<file path="config.mk">
export PLATFORM = sky130hd
export DESIGN_NAME = rn_rename_unit
export DESIGN_NICKNAME = d
export VERILOG_FILES = /design/src/rtl/rn_pkg.sv /design/src/rtl/rn_map_table.sv /design/src/rtl/rn_free_pool.sv /design/src/rtl/rn_rename_unit.sv
export SDC_FILE = /design/constraint.sdc
export NUM_CORES = 1
export LEC_CHECK = 0
export ABC_CLOCK_PERIOD_IN_PS = 4700
export BUFFER_PORTS_ARGS = -buffer_cell sky130_fd_sc_hd__buf_2
export CORE_MARGIN = 5
export CORE_UTILIZATION = 35
export DETAILED_ROUTE_END_ITERATION = 7
export GPL_TIMING_DRIVEN = 0
export PLACE_DENSITY = 0.51
export REMOVE_ABC_BUFFERS = 1
export SYNTH_ARGS = -nofsm -noshare
export SYNTH_HDL_FRONTEND = slang
export SYNTH_SLANG_ARGS = --single-unit
</file>
<file path="constraint.sdc">
create_clock -name clk -period 4.7 [get_ports clk]
set_input_delay 0.47 -clock clk [delete_from_list [all_inputs] [get_ports clk]]
set_output_delay 0.47 -clock clk [all_outputs]
set_load 0.02 [all_outputs]
</file>
<file path="src/rtl/rn_pkg.sv">
package rn_pkg;
  parameter int RN_NUM_AREG = 8;
  parameter int RN_NUM_PREG = 16;
  localparam int RN_AREG_W = $clog2(RN_NUM_AREG);
  localparam int RN_PREG_W = $clog2(RN_NUM_PREG);
endpackage

</file>
<file path="src/rtl/rn_map_table.sv">
module rn_map_table #(
  parameter int N_ENT = 8,
  parameter int W     = 4,
  localparam int IW   = $clog2(N_ENT)
) (
  input  logic             clk,
  input  logic             rst_n,
  input  logic             wr_en,
  input  logic [IW-1:0]    wr_idx,
  input  logic [W-1:0]     wr_data,
  input  logic             load_en,
  input  logic [N_ENT*W-1:0] load_data,
  output logic [N_ENT*W-1:0] contents
);
  logic [W-1:0] ent_q [N_ENT];
  logic [W-1:0] ent_d [N_ENT];

  always_comb begin
    for (int i = 0; i < N_ENT; i++) begin
      ent_d[i] = ent_q[i];
      if (load_en)
        ent_d[i] = load_data[i*W +: W];
      else if (wr_en && (wr_idx == IW'(i)) && (i != 0))
        ent_d[i] = wr_data;
    end
  end

  always_ff @(posedge clk or negedge rst_n) begin
    if (!rst_n) begin
      for (int i = 0; i < N_ENT; i++) ent_q[i] <= W'(i);
    end else if (load_en || wr_en) begin
      for (int i = 0; i < N_ENT; i++) ent_q[i] <= ent_d[i];
    end
  end

  genvar g;
  generate
    for (g = 0; g < N_ENT; g++) begin : g_flat
      assign contents[g*W +: W] = ent_q[g];
    end
  endgenerate
endmodule

</file>
<file path="src/rtl/rn_free_pool.sv">
module rn_free_pool #(
  parameter int N_PREG  = 16,
  parameter int N_RESET = 8,
  localparam int PW     = $clog2(N_PREG)
) (
  input  logic              clk,
  input  logic              rst_n,
  input  logic              alloc_en,
  input  logic              free_en,
  input  logic [PW-1:0]     free_tag,
  input  logic              rebuild_en,
  input  logic [N_PREG-1:0] rebuild_mask,
  output logic [PW-1:0]     alloc_tag,
  output logic              empty,
  output logic [N_PREG-1:0] free_vec
);
  logic [N_PREG-1:0] free_q, free_d;

  always_comb begin
    alloc_tag = '0;
    for (int i = N_PREG - 1; i >= 0; i--)
      if (free_q[i]) alloc_tag = PW'(i);
  end

  assign empty    = ~|free_q;
  assign free_vec = free_q;

  always_comb begin
    free_d = free_q;
    if (rebuild_en) begin
      free_d = rebuild_mask;
    end else begin
      if (free_en)  free_d[free_tag]  = 1'b1;
      if (alloc_en) free_d[alloc_tag] = 1'b0;
    end
  end

  always_ff @(posedge clk or negedge rst_n) begin
    if (!rst_n) begin
      for (int i = 0; i < N_PREG; i++) free_q[i] <= (i >= N_RESET);
    end else if (rebuild_en || free_en || alloc_en) begin
      free_q <= free_d;
    end
  end
endmodule

</file>
<file path="src/rtl/rn_rename_unit.sv">
module rn_rename_unit
  import rn_pkg::*;
#(
  parameter int NA = RN_NUM_AREG,
  parameter int NP = RN_NUM_PREG,
  localparam int AW = $clog2(NA),
  localparam int PW = $clog2(NP)
) (
  input  logic          clk,
  input  logic          rst_n,
  input  logic          disp_valid,
  input  logic [AW-1:0] disp_src_a,
  input  logic [AW-1:0] disp_src_b,
  input  logic [AW-1:0] disp_dst,
  output logic [PW-1:0] disp_tag_a,
  output logic [PW-1:0] disp_tag_b,
  output logic [PW-1:0] disp_new_tag,
  output logic [PW-1:0] disp_old_tag,
  output logic          disp_stall,
  input  logic          ret_valid,
  input  logic [AW-1:0] ret_areg,
  input  logic [PW-1:0] ret_ptag,
  input  logic          mispredict
);
  logic [NA*PW-1:0] spec_flat, rrat_flat, rrat_after;
  logic [NP-1:0]    free_vec, ref_mask;
  logic [PW-1:0]    alloc_tag, ret_old;
  logic             pool_empty, has_dst, alloc_fire, ret_fire;

  assign has_dst    = (disp_dst != '0);
  assign disp_stall = disp_valid && has_dst && pool_empty;
  assign alloc_fire = disp_valid && has_dst && !pool_empty && !mispredict;
  assign ret_fire   = ret_valid && (ret_areg != '0);

  assign disp_tag_a   = spec_flat[disp_src_a*PW +: PW];
  assign disp_tag_b   = spec_flat[disp_src_b*PW +: PW];
  assign disp_old_tag = has_dst ? spec_flat[disp_dst*PW +: PW] : '0;
  assign disp_new_tag = has_dst ? alloc_tag : '0;
  assign ret_old      = rrat_flat[ret_areg*PW +: PW];

  always_comb begin
    rrat_after = rrat_flat;
    if (ret_fire) rrat_after[ret_areg*PW +: PW] = ret_ptag;
  end

  always_comb begin
    ref_mask = '0;
    for (int i = 0; i < NA; i++) ref_mask[rrat_after[i*PW +: PW]] = 1'b1;
  end

  rn_map_table #(.N_ENT(NA), .W(PW)) spec_map_i (
    .clk(clk), .rst_n(rst_n),
    .wr_en(alloc_fire), .wr_idx(disp_dst), .wr_data(alloc_tag),
    .load_en(mispredict), .load_data(rrat_after),
    .contents(spec_flat)
  );

  rn_map_table #(.N_ENT(NA), .W(PW)) rrat_map_i (
    .clk(clk), .rst_n(rst_n),
    .wr_en(ret_fire), .wr_idx(ret_areg), .wr_data(ret_ptag),
    .load_en(1'b0), .load_data(rrat_flat),
    .contents(rrat_flat)
  );

  rn_free_pool #(.N_PREG(NP), .N_RESET(NA)) pool_i (
    .clk(clk), .rst_n(rst_n),
    .alloc_en(alloc_fire),
    .free_en(ret_fire && !mispredict), .free_tag(ret_old),
    .rebuild_en(mispredict), .rebuild_mask(~ref_mask),
    .alloc_tag(alloc_tag), .empty(pool_empty), .free_vec(free_vec)
  );
endmodule

</file>
==> results of run 1 <==
-- worst min path at each step --
stage,start,to,slack (ps),depth (start not counted)
finish,rst_n,spec_map_i.contents[1]$_DFFE_PN0P_,70,1
global route,rst_n,spec_map_i.contents[1]$_DFFE_PN0P_,120,1
CTS,rst_n,spec_map_i.contents[1]$_DFFE_PN0P_,90,1
detailed placement,rst_n,spec_map_i.contents[1]$_DFFE_PN0P_,460,1
global placement,spec_map_i.contents[3]$_DFFE_PN0P_,spec_map_i.contents[3]$_DFFE_PN0P_,510,1
floorplan,rst_n,pool_i.free_vec[0]$_DFFE_PN0P_,170,0
-- critical path, cell delays in order --
cell and delay [ps]:
buf_2 620, inv_1 310, ha_1 330, ha_1 360, and2b_2 610, nand4_1 610
and3b_1 470, and3b_1 200, nor4_1 460, a22o_1 210
-- area by class of cell --
cell class,instances,area share (%)
timing repair buffer,43,3.105
inverter,9,0.4278
clock inverter,5,0.9981
sequential,76,24.59
multi-input combinational,681,63.62
tap,275,4.357
clock buffer,10,2.899
-- report_power, final --
| part | internal [W] | switching (W) | total [W] |
|---|---|---|---|
| registers | 0.000864 | 0.000360 | 0.00122 |
| logic | 0.000535 | 0.000757 | 0.00129 |
| clock network | 0.000461 | 0.000284 | 0.000745 |
| total | 0.00186 | 0.00140 | 0.00326 |
-- Yosys cell counts (11+ instances only) --
| cell type | count |
|---|---|
| nand4_1 | 15 |
| nand3_1 | 35 |
| nor2b_1 | 24 |
| and3_1 | 21 |
| mux2_2 | 55 |
| mux2i_1 | 43 |
| nor4_1 | 19 |
| dfrtp_1 | 44 |
| o31ai_1 | 14 |
| nand2_1 | 86 |
| nand2b_1 | 22 |
| nor3b_1 | 11 |
| o21ai_0 | 21 |
| a21oi_1 | 48 |
| nor2_1 | 52 |
| clkbuf_1 | 62 |
| and2_1 | 12 |
| dfstp_2 | 32 |
| mux4_2 | 22 |
| nor3_1 | 22 |
-- layer usage --
metal,part of all wire (%),wire (um)
met4,1.8,495
met5,0,0
met1,45,12580
met3,7.6,2140
met2,46,12970
-- stage by stage --
stage | power (W) | setup slack (ps) | hold WS (ps) | utilization (%)
floorplan | 0.001924 | 1595 | 174.4 | -
global placement | 0.002467 | -371.3 | 506.5 | 35.97
finish | 0.003262 | 304.1 | 73.89 | 37.81
global route | 0.003431 | 93.68 | 117.3 | 37.81
detailed placement | 0.002485 | -360.1 | 463.5 | 36.16
CTS | 0.003238 | 105.0 | 92.19 | 37.78
-- kinds of logic (layout without fill, tap and decap cells) --
logic type               count (synthesis)  in the layout  synth area share, %
AND/OR/NAND/NOR                        379            379                28.75
adder cells (fa/ha/maj)                  7              7                1.191
buffers and inverters                   92             67                5.495
multiplexers                           123            123                22.08
AO/OA/AOI/OAI                          172            172                16.08
flip-flops                              76             76                26.40
-- sequential cells by signal (all words and copies together), names as in the netlist --
name                 cells
spec_map_i.contents     32
pool_i.free_vec         16
rrat_map_i.contents     28
-- repair_timing --
item                       CTS  global route
setup buffers                4             0
setup endpoints to repair    1             8
pin swaps                    1             0
gates resized for setup      0             1
==> flow_metrics.env, run 1 <==
export IMPL_final_cell_area_mm2=0.007898
export IMPL_dr_pass1_iters=7
export IMPL_synth_seq_cells=76
export IMPL_ctsHoldBuffers=0
export IMPL_clk_pin_slew_ps=60
export IMPL_period_share_pct=93.53
export IMPL_core_mm2=0.02089
export IMPL_start_kind="input port"
export IMPL_cts_buffers=9
export IMPL_remaining_drc_errors=0
export IMPL_cts_sinks=76
export IMPL_worstReg2RegEnd="pool_i.free_vec[3]$_DFFE_PN0P_"
export IMPL_cts_tree="done"
export IMPL_rsz0062_at_grt="no"
export IMPL_initial_utilization_pct=35.21
export IMPL_crit_path_start="ret_areg[0]"
export IMPL_io_buffers=37
export IMPL_grt_pass1_vias=6644
export IMPL_reg2regPathDepth=6
export IMPL_diodes=0
export IMPL_endpoint="pool_i.free_vec[9]$_DFFE_PN1P_"
export IMPL_final_setup_viol_count=0
export IMPL_cts_htree_levels=3
export IMPL_rows=53
export IMPL_grtUsageMet1_pct=34.10
export IMPL_clk_insertion_delay_late_ps=350
export IMPL_area_delta_synth_final_pct=7.383
export IMPL_dieArea_mm2=0.02401
export IMPL_multi_input_area_mm2=0.005025
export IMPL_period_needed_ps=4396
export IMPL_routed_wl_mm=28.18
export IMPL_ys_seq_area_share_pct=26.40
export IMPL_critPathKind="input port to flip-flop"
export IMPL_async_flop_share_pct=100.0
export IMPL_top_usage_layer="met2"
export IMPL_synth_top_cell_area_share_pct=14.97
export IMPL_dpl_hpwl_mm=20.80
export IMPL_powerDensity_mw_per_mm2=413.0
export IMPL_yosys_warnings=0
export IMPL_via_per_inst=6.380
export IMPL_r2r_start="rrat_map_i.contents[12]$_DFFE_PN1P_"
export IMPL_clock_skew_ps=11.35
export IMPL_nets=848
export IMPL_grt_start_max_net_pins=72
export IMPL_synth_largest_area_cell="dfrtp_1"
export IMPL_final_cell_mix="nand2_1, mux2_2, nor2_1, a21oi_1, dfrtp_1"
export IMPL_vias=7012
export IMPL_cp_arrival_ps=4680
export IMPL_outcome="finished, final reports clean"
export IMPL_wire_per_inst_um=25.64
export IMPL_slew_headroom_pct=16.32
export IMPL_final_cells=1099
export IMPL_use_met2_pct=36.38
export IMPL_yosysUniqueCellTypes=83
export IMPL_cp_end_kind="flip-flop"
export IMPL_synth_edff_count=0
export IMPL_synth_avg_cell_area_um2=8.663
export IMPL_grt_pass1_wl_mm=43.13
export IMPL_synthCells=849
export IMPL_final_common_cell="nand2_1"
export IMPL_regArea_mm2=0.001942
export IMPL_setup_tns_ps=0
export IMPL_grt_use_total_pct=23.40
export IMPL_root_buffer="clkbuf_16"
export IMPL_drv_slew=0
export IMPL_drive_gt1_share_pct=23.30
export IMPL_worst_pin_slew_ps=1255
export IMPL_max_freq_mhz=227.5
export IMPL_syn_cell_area_mm2=0.007355
export IMPL_vdd_drop_max_mv=0.2462
export IMPL_worstPathMaxFanout=36
export IMPL_ant_nets=0
export IMPL_drt_iter0_drc=748
export IMPL_hold_viol=0
export IMPL_place_gp_congestion=0.9931
export IMPL_place_inst=1080
export IMPL_num_fill_cells=2203
export IMPL_ioPinCount=38
export IMPL_grt_ovfl_total=0
export IMPL_die_w_um=155.0
export IMPL_synth_area_leaders="dfrtp_1, dfstp_2, mux2_2"
export IMPL_hold_path_class="input port to async pin"
export IMPL_antenna_found_initial=0
export IMPL_cap_violations=0
export IMPL_die_y_um=155.0
export IMPL_r2r_slack_ps=2130
export IMPL_synthFlopType="dfrtp_1"
export IMPL_grtUsageMet3_pct=4.061
export IMPL_clock_path_buffers=2
export IMPL_place_area_mm2=0.007553
export IMPL_p_leak_nw=2.959
export IMPL_critPathRequiredTime_ps=4990
Power figures use the tool's default switching activity.
==> run 2, diff against run 1 <==
--- a/config.mk
+++ b/config.mk
@@ -8,10 +8,10 @@
 export ABC_CLOCK_PERIOD_IN_PS = 4700
 export BUFFER_PORTS_ARGS = -buffer_cell sky130_fd_sc_hd__buf_2
 export CORE_MARGIN = 5
-export CORE_UTILIZATION = 35
+export CORE_UTILIZATION = 50
 export DETAILED_ROUTE_END_ITERATION = 7
 export GPL_TIMING_DRIVEN = 0
-export PLACE_DENSITY = 0.51
+export PLACE_DENSITY = 0.67
 export REMOVE_ABC_BUFFERS = 1
 export SYNTH_ARGS = -nofsm -noshare
 export SYNTH_HDL_FRONTEND = slang
==> flow_metrics.env, run 2 (synthesized netlist as in run 1, its figures left out) <==
export IMPL_outcome="finished, final reports clean"
export IMPL_clk_pin_slew_ps=70
export IMPL_dpl_hpwl_mm=20.73
export IMPL_rsz0062_at_grt="no"
export IMPL_drv_slew=0
export IMPL_cp_arrival_ps=4650
export IMPL_reg2regPathDepth=5
export IMPL_place_gp_congestion=1.007
export IMPL_via_per_inst=7.181
export IMPL_final_cell_mix="nand2_1, mux2_2, nor2_1, a21oi_1, dfrtp_1"
export IMPL_dr_pass1_iters=5
export IMPL_critPathKind="input port to flip-flop"
export IMPL_grt_ovfl_total=0
export IMPL_max_freq_mhz=226.6
export IMPL_postCtsSetupRepairBufs=0
export IMPL_vdd_drop_max_mv=0.3102
export IMPL_nets=844
export IMPL_cp_end_kind="flip-flop"
export IMPL_cts_buffers=9
export IMPL_ioPinCount=38
export IMPL_rows=44
export IMPL_grt_use_total_pct=31.63
export IMPL_grt_start_max_net_pins=72
export IMPL_cts_htree_levels=3
export IMPL_routed_wl_mm=28.02
export IMPL_cts_sinks=76
export IMPL_setup_tns_ps=0
export IMPL_vias=7224
export IMPL_antenna_found_initial=1
export IMPL_area_delta_synth_final_pct=5.682
export IMPL_clk_insertion_delay_late_ps=350
export IMPL_utilization_pct=53.68
export IMPL_clock_path_buffers=2
export IMPL_worstPathMaxFanout=36
export IMPL_ant_nets=0
export IMPL_final_setup_viol_count=0
export IMPL_die_y_um=131.3
export IMPL_clock_skew_ps=7.810
export IMPL_slew_headroom_pct=14.49
export IMPL_grt_pass1_vias=6730
export IMPL_period_needed_ps=4412
export IMPL_dieArea_mm2=0.01723
export IMPL_drive_gt1_share_pct=23.02
export IMPL_cts_tree="done"
export IMPL_start_kind="input port"
export IMPL_period_share_pct=93.87
export IMPL_remaining_drc_errors=0
export IMPL_pre_cts_slack_ps=-264.9
export IMPL_final_common_cell="nand2_1"
export IMPL_num_fill_cells=1368
export IMPL_largest_reg_flops=32
export IMPL_hold_path_class="input port to async pin"
export IMPL_root_buffer="clkbuf_16"
export IMPL_powerDensity_mw_per_mm2=423.9
export IMPL_wire_per_inst_um=27.85
export IMPL_drt_iter0_drc=801
export IMPL_die_w_um=131.3
export IMPL_initial_utilization_pct=50.80
export IMPL_cap_violations=0
export IMPL_p_leak_nw=2.949
export IMPL_grt_pass1_wl_mm=42.53
export IMPL_fin_ws_ps=287.9
export IMPL_hold_viol=0
export IMPL_core_mm2=0.01448
export IMPL_worst_pin_slew_ps=1275
export IMPL_io_buffers=37
export IMPL_critPathRequiredTime_ps=4940
==> run 2: cell count changes in the layout (fill, tap and decap cells not counted), sizes merged <==
cell and delta:
buf -4, diode +1, inv +3, clkbuf -1, bufinv -1
==> run 2: metal layers <==
layer | vias to the layer above | share of wire (%) | global-route usage (%)
li1 | 3168 | - | -
met4 | 2 | 2.4 | 6.857
met5 | - | 0.046 | 0
met2 | 430 | 47 | 50.20
met3 | 59 | 9.1 | 6.346
met1 | 3565 | 42 | 44.99
==> run 2: worst paths after layout <==
kind	start	endpoint	slack [ps]
max	ret_areg[0]	pool_i.free_vec[4]$_DFFE_PN0P_	290
min	rst_n	pool_i.free_vec[3]$_DFFE_PN0P_	20
max reg2reg	pool_i.free_vec[2]$_DFFE_PN0P_	spec_map_i.contents[31]$_DFFE_PN0P_	1970
min reg2reg	spec_map_i.contents[3]$_DFFE_PN0P_	spec_map_i.contents[3]$_DFFE_PN0P_	540
max in group asynchronous	rst_n	rrat_map_i.contents[25]$_DFFE_PN1P_	4030
min in group clk	spec_map_i.contents[3]$_DFFE_PN0P_	spec_map_i.contents[3]$_DFFE_PN0P_	540
==> run 2: layout make-up <==
type | instances | area [um^2] | area share (%)
Clock buffer | 9 | 225.2 | 2.898
Sequential cell | 76 | 1942 | 24.98
Inverter | 9 | 33.78 | 0.4346
Clock inverter | 7 | 92.59 | 1.191
Antenna cell | 1 | 2.502 | 0.03220
Tap cell | 184 | 230.2 | 2.962
Multi-Input combinational cell | 681 | 5020 | 64.58
Timing Repair Buffer | 39 | 226.5 | 2.914
==> run 2: where the power goes <==
part	internal [W]	switching (W)	leakage, nW
registers	0.000863	0.000364	0.872
logic	0.000537	0.000770	1.92
clock network	0.000426	0.000335	0.155
==> run 2: critical path: stages <==
cell and delay (ps):
buf_2 630, inv_1 340, ha_1 340, ha_1 360
and2b_2 580, nand4_1 690, a221o_1 570, or4b_1 530
o311ai_1 130
==> run 2: per-stage QoR <==
step                      power, W  hold WS (ps)  cells  instance area (um^2)
after detailed placement  0.002487         394.4    989                  7451
final                     0.003295         24.33   1006                  7772
after global routing      0.003449         35.09   1005                  7770
after global placement    0.002442         501.2    987                  7400
after CTS                 0.003253         18.10   1005                  7769
after floorplan           0.001924         174.4    766                  6984
==> run 2: timing repair <==
| action | CTS | global route |
|---|---|---|
| hold buffers | 0 | 0 |
| endpoints found under the hold margin | 0 | 0 |
| gates resized for setup | 0 | 1 |
| setup endpoints to repair | 0 | 6 |
==> run 3, diff against run 2 <==
--- a/config.mk
+++ b/config.mk
@@ -7,6 +7,7 @@
 export LEC_CHECK = 0
 export ABC_CLOCK_PERIOD_IN_PS = 4700
 export BUFFER_PORTS_ARGS = -buffer_cell sky130_fd_sc_hd__buf_2
+export CORE_ASPECT_RATIO = 0.6
 export CORE_MARGIN = 5
 export CORE_UTILIZATION = 50
 export DETAILED_ROUTE_END_ITERATION = 7
==> constraint.sdc (replaced) <==
create_clock -name clk -period 4.7 [get_ports clk]
set_input_delay 0.94 -clock clk [delete_from_list [all_inputs] [get_ports clk]]
set_output_delay 0.94 -clock clk [all_outputs]
set_load 0.02 [all_outputs]
==> flow_metrics.env, run 3 (synthesized netlist as in run 1, its figures left out) <==
export IMPL_final_setup_viol_count=1
export IMPL_worst_pin_slew_ps=1439
export IMPL_failed_checks="setup timing"
export IMPL_powerDensity_mw_per_mm2=419.4
export IMPL_regArea_mm2=0.001942
export IMPL_area_delta_synth_final_pct=6.856
export IMPL_drive_gt1_share_pct=24.52
export IMPL_r2r_start="pool_i.free_vec[2]$_DFFE_PN0P_"
export IMPL_place_gp_congestion=1.031
export IMPL_seqPwrFrac_pct=38.0
export IMPL_final_cell_mix="nand2_1, mux2_2, nor2_1, a21oi_1, dfrtp_1"
export IMPL_start_kind="input port"
export IMPL_final_common_cell="nand2_1"
export IMPL_rows=34
export IMPL_remaining_drc_errors=0
export IMPL_vias=7543
export IMPL_r2r_slack_ps=2110
export IMPL_critPathRequiredTime_ps=4960
export IMPL_cpMostUsedCell="ha_1"
export IMPL_slowest_delay_ps=810
export IMPL_grt_pass1_wl_mm=45.67
export IMPL_ioPinCount=38
export IMPL_dr_pass1_iters=6
export IMPL_grt_ovfl_total=0
export IMPL_pre_cts_slack_ps=-1088
export IMPL_dieArea_mm2=0.01731
export IMPL_reg2regPathDepth=6
export IMPL_clock_path_buffers=2
export IMPL_largest_reg_flops=32
export IMPL_period_needed_ps=4744
export IMPL_cts_buffers=9
export IMPL_outcome="finished, violations left"
export IMPL_max_freq_mhz=210.8
export IMPL_cts_sinks=76
export IMPL_switching_share_pct=46.12
export IMPL_cap_violations=0
export IMPL_intPower_w=0.001776
export IMPL_diodes=0
export IMPL_fin_ws_ps=-43.70
export IMPL_grt_start_max_net_pins=72
export IMPL_p_switching_w=0.001520
export IMPL_routed_wl_mm=30.67
export IMPL_antenna_found_initial=2
export IMPL_dpl_hpwl_mm=22.96
export IMPL_slew_headroom_pct=3.300
export IMPL_via_per_inst=7.352
export IMPL_clock_power_share_pct=21.4
export IMPL_hold_path_class="input port to async pin"
export IMPL_multi_input_area_mm2=0.005061
export IMPL_worstPathMaxFanout=36
export IMPL_clock_skew_ps=10.99
export IMPL_worst_path_max_delay_cell="or4_1"
export IMPL_die_y_um=103.9
export IMPL_initial_utilization_pct=50.85
export IMPL_worstReg2RegEnd="spec_map_i.contents[6]$_DFFE_PN0P_"
export IMPL_final_cell_area_mm2=0.007859
export IMPL_combPwrFrac_pct=40.6
export IMPL_rsz0062_at_grt="no"
export IMPL_ant_nets=0
export IMPL_io_buffers=37
export IMPL_cts_tree="done"
export IMPL_clk_insertion_delay_late_ps=350
export IMPL_place_area_mm2=0.007476
export IMPL_num_fill_cells=1359
export IMPL_die_w_um=166.6
export IMPL_ctsHoldBuffers=0
export IMPL_whs_ps=450.5
export IMPL_hold_viol=0
export IMPL_drv_slew=0
export IMPL_worstPathCellList="buf_4 -> inv_1 -> ha_1 -> ha_1 -> and2b_4 -> and3_2 -> o311ai_0 -> or4_1 -> o22ai_1"
export IMPL_wire_per_inst_um=29.89
export IMPL_critPathKind="input port to flip-flop"
export IMPL_vdd_drop_max_mv=0.2507
export IMPL_grt_pass1_vias=7036
export IMPL_clk_pin_slew_ps=70
export IMPL_cp_end_kind="flip-flop"
export IMPL_period_share_pct=100.9
export IMPL_core_mm2=0.01446
export IMPL_grt_use_total_pct=34.45
export IMPL_p_leak_nw=2.973
export IMPL_drt_iter0_drc=1280
export IMPL_cp_arrival_ps=5000
export IMPL_root_buffer="clkbuf_16"
export IMPL_cts_htree_levels=3
export IMPL_nets=851
run 3: repair_timing:
item                                    CTS  global route
setup buffers                             6             0
gates cloned                              0             0
resized for setup                         4             7
pin swaps                                 2             0
endpoints found under the setup margin   18             9
run 3: area by class of cell:
cell class | instances | area share (%)
clock buffer | 9 | 2.866
clock inverter | 7 | 0.8597
inverter | 9 | 0.4299
multi-input combinational | 681 | 64.40
sequential | 76 | 24.71
tap | 198 | 3.152
timing repair buffer | 46 | 3.582
run 3: critical path, delay by kind of cell:
family	cells	cell delay (ps)
AOI/OAI and AO/OA	2	660
and+or+nand+nor	3	1840
buffers and inverters	2	780
adders and majority gates	2	750
run 3: power by group through the flow:
stage          Clock (W)  Sequential (W)  Combinational [W]
2_1_floorplan          0         0.00105           0.000872
4_1_cts         0.000716         0.00121            0.00129
6_report        0.000706         0.00125            0.00134
3_5_place_dp           0         0.00122            0.00128
5_1_grt         0.000740         0.00126            0.00142
3_3_place_gp           0         0.00121            0.00125
run 3: worst max-delay path by stage:
| stage | slack [ps] | endpoint | cells after the start | startpoint |
|---|---|---|---|---|
| 3_3_place_gp | -1100 | pool_i.free_vec[9]$_DFFE_PN1P_ | 10 | ret_areg[0] |
| 5_1_grt | 70 | pool_i.free_vec[4]$_DFFE_PN0P_ | 10 | ret_areg[0] |
| 2_1_floorplan | 1120 | pool_i.free_vec[3]$_DFFE_PN0P_ | 9 | ret_areg[0] |
| 4_1_cts | 0.7 | pool_i.free_vec[8]$_DFFE_PN1P_ | 10 | ret_areg[0] |
| 6_report | -40 | pool_i.free_vec[11]$_DFFE_PN1P_ | 9 | ret_areg[0] |
| 3_5_place_dp | -1090 | pool_i.free_vec[9]$_DFFE_PN1P_ | 10 | ret_areg[0] |
run 3: layer usage:
layer	vias to the layer above	part of all wire (%)	GRT usage (%)	wire length (um)
li1	3179	-	-	-
met1	3709	44	51.21	13460
met2	577	39	44.84	11820
met3	72	15	15.50	4632
met4	6	2.1	7.706	635
met5	-	0.36	3.768	111
run 3: metrics by stage:
| step | TNS, ps | cells | utilization, % | total power, W |
|---|---|---|---|---|
| detailed placement | -15040 | 1004 | 51.69 | 0.002502 |
| global placement | -16910 | 1001 | 51.28 | 0.002459 |
| CTS | 0 | 1026 | 54.07 | 0.003215 |
| floorplan | 0 | 766 | - | 0.001924 |
| global route | 0 | 1026 | 54.33 | 0.003416 |
| finish | -43.70 | 1026 | 54.33 | 0.003296 |
